===== src/rtl/fpn_pkg.sv =====
package fpn_pkg;

    typedef enum logic [1:0] {
        OP_ADD  = 2'd0,
        OP_MUL  = 2'd1,
        OP_SQRT = 2'd2,
        OP_LOG  = 2'd3
    } fpn_op_e;

    // one-hot class flag positions
    localparam int FLG_ZERO = 0;
    localparam int FLG_FIN  = 1;
    localparam int FLG_INF  = 2;
    localparam int FLG_NAN  = 3;
    localparam int FLG_W    = 4;

    // bit 1 = classify stage full, bit 0 = output stage full
    typedef enum logic [1:0] {
        PIPE_EMPTY = 2'b00,
        PIPE_TAIL  = 2'b01,
        PIPE_HEAD  = 2'b10,
        PIPE_BOTH  = 2'b11
    } fpn_pipe_e;

endpackage


===== src/rtl/fpn_classify.sv =====
module fpn_classify
    import fpn_pkg::*;
#(
    parameter int EXP_W        = 8,
    parameter int MAN_W        = 23,
    parameter bit FLUSH_DENORM = 1'b0,
    parameter int LZW          = $clog2(MAN_W + 1)
) (
    input  logic [EXP_W+MAN_W:0] word,
    output logic [FLG_W-1:0]     flags,
    output logic                 is_sub,
    output logic [LZW-1:0]       shift
);
    logic [EXP_W-1:0] efield;
    logic [MAN_W-1:0] frac;
    logic             e_zero, e_ones, f_zero;
    logic [LZW-1:0]   lead;

    assign efield = word[EXP_W+MAN_W-1:MAN_W];
    assign frac   = word[MAN_W-1:0];
    assign e_zero = (efield == '0);
    assign e_ones = &efield;
    assign f_zero = (frac == '0);

    always_comb begin
        flags = '0;
        if (e_ones)
            flags[f_zero ? FLG_INF : FLG_NAN] = 1'b1;
        else if (e_zero && (f_zero || FLUSH_DENORM))
            flags[FLG_ZERO] = 1'b1;
        else
            flags[FLG_FIN] = 1'b1;
    end

    assign is_sub = e_zero && !f_zero && !FLUSH_DENORM;

    // position of the highest set fraction bit
    always_comb begin
        lead = '0;
        for (int i = 0; i < MAN_W; i++)
            if (frac[i]) lead = LZW'(i);
        shift = LZW'(MAN_W) - lead;
    end

endmodule


===== src/rtl/fpn_normalize.sv =====
module fpn_normalize
    import fpn_pkg::*;
#(
    parameter int EXP_W = 8,
    parameter int MAN_W = 23,
    parameter int LZW   = $clog2(MAN_W + 1),
    parameter int XW    = EXP_W + 2
) (
    input  logic [EXP_W-1:0]    efield,
    input  logic [MAN_W-1:0]    frac,
    input  logic [FLG_W-1:0]    flags,
    input  logic                is_sub,
    input  logic [LZW-1:0]      shift,
    output logic signed [XW-1:0] exp_o,
    output logic [MAN_W:0]      man_o
);
    localparam int BIAS = (2 ** (EXP_W - 1)) - 1;

    always_comb begin
        exp_o = '0;
        man_o = '0;
        if (flags[FLG_FIN]) begin
            if (is_sub) begin
                man_o = {1'b0, frac} << shift;
                exp_o = XW'(1 - BIAS) - XW'(shift);
            end else begin
                man_o = {1'b1, frac};
                exp_o = XW'({1'b0, efield}) - XW'(BIAS);
            end
        end else if (flags[FLG_NAN]) begin
            man_o = {1'b0, frac};
        end
    end

endmodule


===== src/rtl/fpn_except.sv =====
module fpn_except
    import fpn_pkg::*;
(
    input  logic [1:0]       op,
    input  logic             a_sign,
    input  logic [FLG_W-1:0] a_flags,
    input  logic             b_sign,
    input  logic [FLG_W-1:0] b_flags,
    output logic             invalid
);
    logic unary, nan_hit, rule_hit;

    assign unary   = (op == OP_SQRT) || (op == OP_LOG);
    assign nan_hit = a_flags[FLG_NAN] || (!unary && b_flags[FLG_NAN]);

    always_comb begin
        rule_hit = 1'b0;
        unique case (fpn_op_e'(op))
            OP_ADD:  rule_hit = a_flags[FLG_INF] && b_flags[FLG_INF] && (a_sign ^ b_sign);
            OP_MUL:  rule_hit = (a_flags[FLG_ZERO] && b_flags[FLG_INF]) ||
                                (a_flags[FLG_INF] && b_flags[FLG_ZERO]);
            OP_SQRT,
            OP_LOG:  rule_hit = a_sign && (a_flags[FLG_FIN] || a_flags[FLG_INF]);
            default: rule_hit = 1'b0;
        endcase
    end

    assign invalid = nan_hit || rule_hit;

endmodule


===== src/rtl/fpn_prenorm.sv =====
module fpn_prenorm
    import fpn_pkg::*;
#(
    parameter int EXP_W        = 8,
    parameter int MAN_W        = 23,
    parameter bit FLUSH_DENORM = 1'b0
) (
    input  logic                     clk,
    input  logic                     rst_n,
    input  logic                     in_valid,
    output logic                     in_ready,
    input  logic [1:0]               in_op,
    input  logic [EXP_W+MAN_W:0]     in_a,
    input  logic [EXP_W+MAN_W:0]     in_b,
    output logic                     out_valid,
    input  logic                     out_ready,
    output logic                     out_a_sign,
    output logic [EXP_W+1:0]         out_a_exp,
    output logic [MAN_W:0]           out_a_man,
    output logic [3:0]               out_a_flags,
    output logic                     out_b_sign,
    output logic [EXP_W+1:0]         out_b_exp,
    output logic [MAN_W:0]           out_b_man,
    output logic [3:0]               out_b_flags,
    output logic                     out_invalid
);
    localparam int WW  = EXP_W + MAN_W + 1;
    localparam int XW  = EXP_W + 2;
    localparam int LZW = $clog2(MAN_W + 1);
    localparam int NOP = 2;

    fpn_pipe_e state, state_nx;
    logic      adv, s1_full, s2_full;

    logic [WW-1:0]    in_word [NOP];
    logic [FLG_W-1:0] c_flags [NOP];
    logic             c_sub   [NOP];
    logic [LZW-1:0]   c_shift [NOP];
    logic             c_inv;

    logic [WW-1:0]    s1_word  [NOP];
    logic [FLG_W-1:0] s1_flags [NOP];
    logic             s1_sub   [NOP];
    logic [LZW-1:0]   s1_shift [NOP];
    logic             s1_inv;

    logic signed [XW-1:0] n_exp [NOP];
    logic [MAN_W:0]       n_man [NOP];

    logic                 o_sign  [NOP];
    logic signed [XW-1:0] o_exp   [NOP];
    logic [MAN_W:0]       o_man   [NOP];
    logic [FLG_W-1:0]     o_flags [NOP];
    logic                 o_inv;

    assign in_word[0] = in_a;
    assign in_word[1] = in_b;

    // ---------------- pipeline occupancy controller ----------------
    always_ff @(posedge clk or negedge rst_n) begin
        if (!rst_n) state <= PIPE_EMPTY;
        else        state <= state_nx;
    end

    always_comb begin
        state_nx = state;
        unique case (state)
            PIPE_EMPTY: state_nx = in_valid ? PIPE_HEAD : PIPE_EMPTY;               // fill
            PIPE_HEAD:  state_nx = in_valid ? PIPE_BOTH : PIPE_TAIL;                // stack / drain_head
            PIPE_TAIL:  if (out_ready) state_nx = in_valid ? PIPE_HEAD : PIPE_EMPTY; // swap / retire
            PIPE_BOTH:  if (out_ready) state_nx = in_valid ? PIPE_BOTH : PIPE_TAIL;  // stream / collapse
            default:    state_nx = PIPE_EMPTY;
        endcase
    end

    assign s1_full   = state[1];
    assign s2_full   = state[0];
    assign adv       = !s2_full || out_ready;
    assign in_ready  = adv;
    assign out_valid = s2_full;

    // ---------------- per-operand classify and normalize ----------------
    for (genvar g = 0; g < NOP; g++) begin : g_opnd
        fpn_classify #(
            .EXP_W(EXP_W), .MAN_W(MAN_W), .FLUSH_DENORM(FLUSH_DENORM), .LZW(LZW)
        ) u_cls (
            .word  (in_word[g]),
            .flags (c_flags[g]),
            .is_sub(c_sub[g]),
            .shift (c_shift[g])
        );

        fpn_normalize #(
            .EXP_W(EXP_W), .MAN_W(MAN_W), .LZW(LZW), .XW(XW)
        ) u_nrm (
            .efield(s1_word[g][WW-2:MAN_W]),
            .frac  (s1_word[g][MAN_W-1:0]),
            .flags (s1_flags[g]),
            .is_sub(s1_sub[g]),
            .shift (s1_shift[g]),
            .exp_o (n_exp[g]),
            .man_o (n_man[g])
        );

        always_ff @(posedge clk) begin
            if (adv && in_valid) begin
                s1_word[g]  <= in_word[g];
                s1_flags[g] <= c_flags[g];
                s1_sub[g]   <= c_sub[g];
                s1_shift[g] <= c_shift[g];
            end
            if (adv && s1_full) begin
                o_sign[g]  <= s1_word[g][WW-1];
                o_exp[g]   <= n_exp[g];
                o_man[g]   <= n_man[g];
                o_flags[g] <= s1_flags[g];
            end
        end
    end

    fpn_except u_exc (
        .op     (in_op),
        .a_sign (in_a[WW-1]),
        .a_flags(c_flags[0]),
        .b_sign (in_b[WW-1]),
        .b_flags(c_flags[1]),
        .invalid(c_inv)
    );

    always_ff @(posedge clk) begin
        if (adv && in_valid) s1_inv <= c_inv;
        if (adv && s1_full)  o_inv  <= s1_inv;
    end

    assign out_a_sign  = o_sign[0];
    assign out_a_exp   = o_exp[0];
    assign out_a_man   = o_man[0];
    assign out_a_flags = o_flags[0];
    assign out_b_sign  = o_sign[1];
    assign out_b_exp   = o_exp[1];
    assign out_b_man   = o_man[1];
    assign out_b_flags = o_flags[1];
    assign out_invalid = o_inv;

endmodule


===== config.mk =====
export PLATFORM = sky130hd
export DESIGN_NAME = fpn_prenorm
export DESIGN_NICKNAME = d
export VERILOG_FILES = /design/src/rtl/fpn_pkg.sv /design/src/rtl/fpn_classify.sv /design/src/rtl/fpn_normalize.sv /design/src/rtl/fpn_except.sv /design/src/rtl/fpn_prenorm.sv
export SDC_FILE = /design/constraint.sdc
export NUM_CORES = 1
export LEC_CHECK = 0
export BUFFER_PORTS_ARGS = -buffer_cell sky130_fd_sc_hd__buf_4
export CAP_MARGIN = 0
export CORE_MARGIN = 2
export CORE_UTILIZATION = 62
export DETAILED_ROUTE_END_ITERATION = 8
export MAX_ROUTING_LAYER = met4
export PLACE_DENSITY = 0.87
export SETUP_SLACK_MARGIN = 0.2
export SLEW_MARGIN = 20
export SYNTH_ARGS = -nofsm -noshare
export SYNTH_HDL_FRONTEND = slang
export SYNTH_SLANG_ARGS = --single-unit

===== constraint.sdc =====
create_clock -name clk -period 4.85 [get_ports clk]
set_input_delay 0.7275 -clock clk [delete_from_list [all_inputs] [get_ports clk]]
set_output_delay 0.7275 -clock clk [all_outputs]
set_load 0.01 [all_outputs]

==> summary.txt <==
Run status
  • Outcome: finished clean

Logic synthesis
  • Post-synthesis sequential area ratio: 0.537
  • Synth Cell Area: 9150 µm²
  • Synth top area share: 0.532
  • Synthesized instance count: 758
  • Most common cell in the netlist: edfxtp_1
  • Yosys cell types: 68
  • Synth warnings: 0
  • Synth Area in Adders: 0.00547
  • EDFF count, synth: 162
  • Top FF cell, synth: edfxtp_1
  • Post-Synth Simple-Gate Area: 0.126
  • Top cell type by total area after synthesis: edfxtp_1
  • Syn Nets: 832
  • Synth cell count leaders: edfxtp_1 (162), nand2_1 (68), nor2_1 (55), mux2i_1 (51), o21ai_0 (45)
  • Seq cells post-synth: 164
  • Synth Area in Compound Gates: 0.130
  • Post-synthesis xor/xnor area fraction: 0.0153
  • Async set-reset flop share out of synthesis: 0.0122
  • Most area-consuming cells after synthesis: edfxtp_1 (53%), mux4_2 (7.1%), mux2i_1 (5.6%)
  • Average cell area after synthesis: 12.1 µm²
  • Largest family of logic cells by synthesized area: multiplexers
  • Mux cell area share after synthesis: 0.153

Routing
  • Detailed Route WL: 23,400 µm
  • First-pass DRT Iterations: 7
  • Vias per std cell: 6.64
  • Iter 0 DRT Violations: 956
  • Antenna-violating nets left: 0
  • Routed WL per cell: 21.5 µm
  • Via count: 7,234
  • Drt drc: 0

Setup path
  • Crit path max-delay cell type: edfxtp_1
  • CP startpoint: s1_shift[0][5]
  • Buffers & Inverters on Critical Path: 1
  • Worst setup EP type: register
  • CP Capture Point: o_man[0][40]
  • Critical path depth: 6
  • Worst path top cell family by delay: flip-flops
  • Worst R2R Setup Slack: 2.11 ns
  • CP startpoint kind: register
  • Data required time at the worst endpoint: 5.02 ns
  • Max stage delay on crit path: 0.80 ns
  • RR Endpoint: o_man[0][40]
  • Setup CP Type: register to register
  • Sequence of cells on the critical path: buf_4, mux4_2, nand3b_1, a21oi_1, a2111oi_0, nor2_1
  • Arr. time, crit path: 2.91 ns
  • CP Max Fanout: 20
  • Worst reg-to-reg path cell count: 6
  • FF-to-FF Start: s1_shift[0][5]

Layout
  • N_diodes: 0
  • Area grow syn2layout: 21.0%
  • Fraction of layout cells with a size suffix above 1: 0.288
  • Nets: 967

STA
  • Final setup fails: 0
  • Max Slew Vio Count: 0
  • Clock skew: 0.00723 ns
  • Relative slew slack: 0.321
  • Slew @ Worst Pin: 1.02 ns
  • RSZ-0062 raised after global routing: false
  • Max Clk Rate: 0.365 GHz
  • TNS Setup: 0 ns
  • Setup ws final: 2.11 ns
  • Period utilization: 0.565
  • Period minus WS final: 2.74 ns
  • Final hold violation count: 0

Global route
  • Antenna violations before repair: 0
  • Largest net degree at the start of global routing: 86
  • First-pass GRT wire length: 36,600 µm
  • Remaining global-route overflow: 0
  • GRT Resource Usage Total: 0.307
  • Vias in the first global route: 6,930

Power and ir drop
  • Pwr dens: 355 nW/µm²
  • Maximum vdd drop: 0.303 mV
  • Leak Pwr: 4.21 nW

Placement
  • Gpl congestion: 0.997
  • Setup WS pre-CTS: 2.17 ns
  • Dpl hpwl: 16,400 µm
  • IO Port Bufs: 150

Clocking
  • CTS tree: yes
  • Clock root cell: clkbuf_16
  • Clock buffer depth: 2
  • Postcts setup bufs: 0
  • Cts hold-fix bufs: 0
  • Htree depth: 4
  • Total CTS buffers: 17
  • Skew-Pair Late Insertion Delay: 0.43 ns
  • Clk sinks: 164
  • # resized after CTS: 0
  • Worst-path clk slew: 0.07 ns

Floorplanning
  • Horiz. Die Dim: 125 µm
  • Starting Density: 0.632
  • Boundary Pins: 151
  • Die Y: 125 µm
  • Row count: 44
  • Core area: 14,500 µm²
  • Die area: 15,700 µm²

Run
  • MaxCap Viol Count: 0

Hold path
  • Hold Crit Class: input pin to asynchronous set/reset pin
registers in the layout (all words and copies together) (netlist names), 2 cells and up:
signal	count
s1_word	64
o_man	48
state	2
o_sign	2
s1_flags	8
o_flags	8
s1_sub	2
o_exp	18
s1_shift	10
worst min path at each step:
stage                   start            end  cells after the start
2_1_floorplan  s1_flags[0][0]  o_flags[0][0]                      0
3_3_place_gp           s1_inv    out_invalid                      0
5_1_grt                 rst_n       state[0]                      1
3_5_place_dp   s1_word[0][63]   o_sign[0][1]                      0
4_1_cts                 rst_n       state[0]                      1
6_report                rst_n       state[0]                      1
kinds of logic (layout without fill, tap and decap cells):
family                     count (synthesis)  after routing
AOI/OAI and AO/OA                        176            176
xor gates and xnor gates                  16             16
muxes                                    101            101
DFF                                      164            164
adders and majority gates                  4              4
buffers and inverters                     68            216
and+or+nand+nor                          229            229
layout make-up:
class                           instances  area (µm²)
Multi-Input combinational cell        526        3940
Clock inverter                         15         219
Clock buffer                           17         425
Fill cell                             918        3410
Tap cell                              184         230
Timing Repair Buffer                  162        1260
Sequential cell                       164        4910
Inverter                               22        82.6
power by group:
| part | total [mW] | switching (mW) | leakage [nW] | internal (mW) |
|---|---|---|---|---|
| clock network | 1.47 | 0.592 | 0.312 | 0.876 |
| registers | 1.81 | 0.0950 | 1.56 | 1.71 |
| logic | 0.659 | 0.352 | 2.34 | 0.308 |
| total | 3.93 | 1.04 | 4.21 | 2.89 |
layout by cell type (no fill, tap or decap), types with 16 or more instances in the layout:
master and n:
a21oi_1 41, buf_4 159, clkbuf_16 17, edfxtp_1 162, inv_1 20, mux2_2 21, mux2i_1 51, mux4_2 29
nand2_1 68, nor2_1 55, nor3_1 16, o21ai_0 45
through the flow:
stage	instances	util	hold slack [ns]	cell area (µm²)	total power, mW
CTS	1087	0.760	0.0497	11000	3.93
global route	1090	0.764	0.0532	11100	4.06
detailed placement	1055	0.715	0.405	10400	2.47
global placement	1055	0.715	0.405	10400	2.46
floorplan	758	-	0.400	9150	2.20
finish	1090	0.764	0.0629	11100	3.93
layer usage:
metal,share of wire,GRT usage,wire length (µm)
met1,0.37,0.368,8630
met2,0.51,0.502,11900
met3,0.074,0.0518,1740
met4,0.048,0.157,1130
met5,0,-,0
No activity file was read; power rests on OpenSTA's default activity.
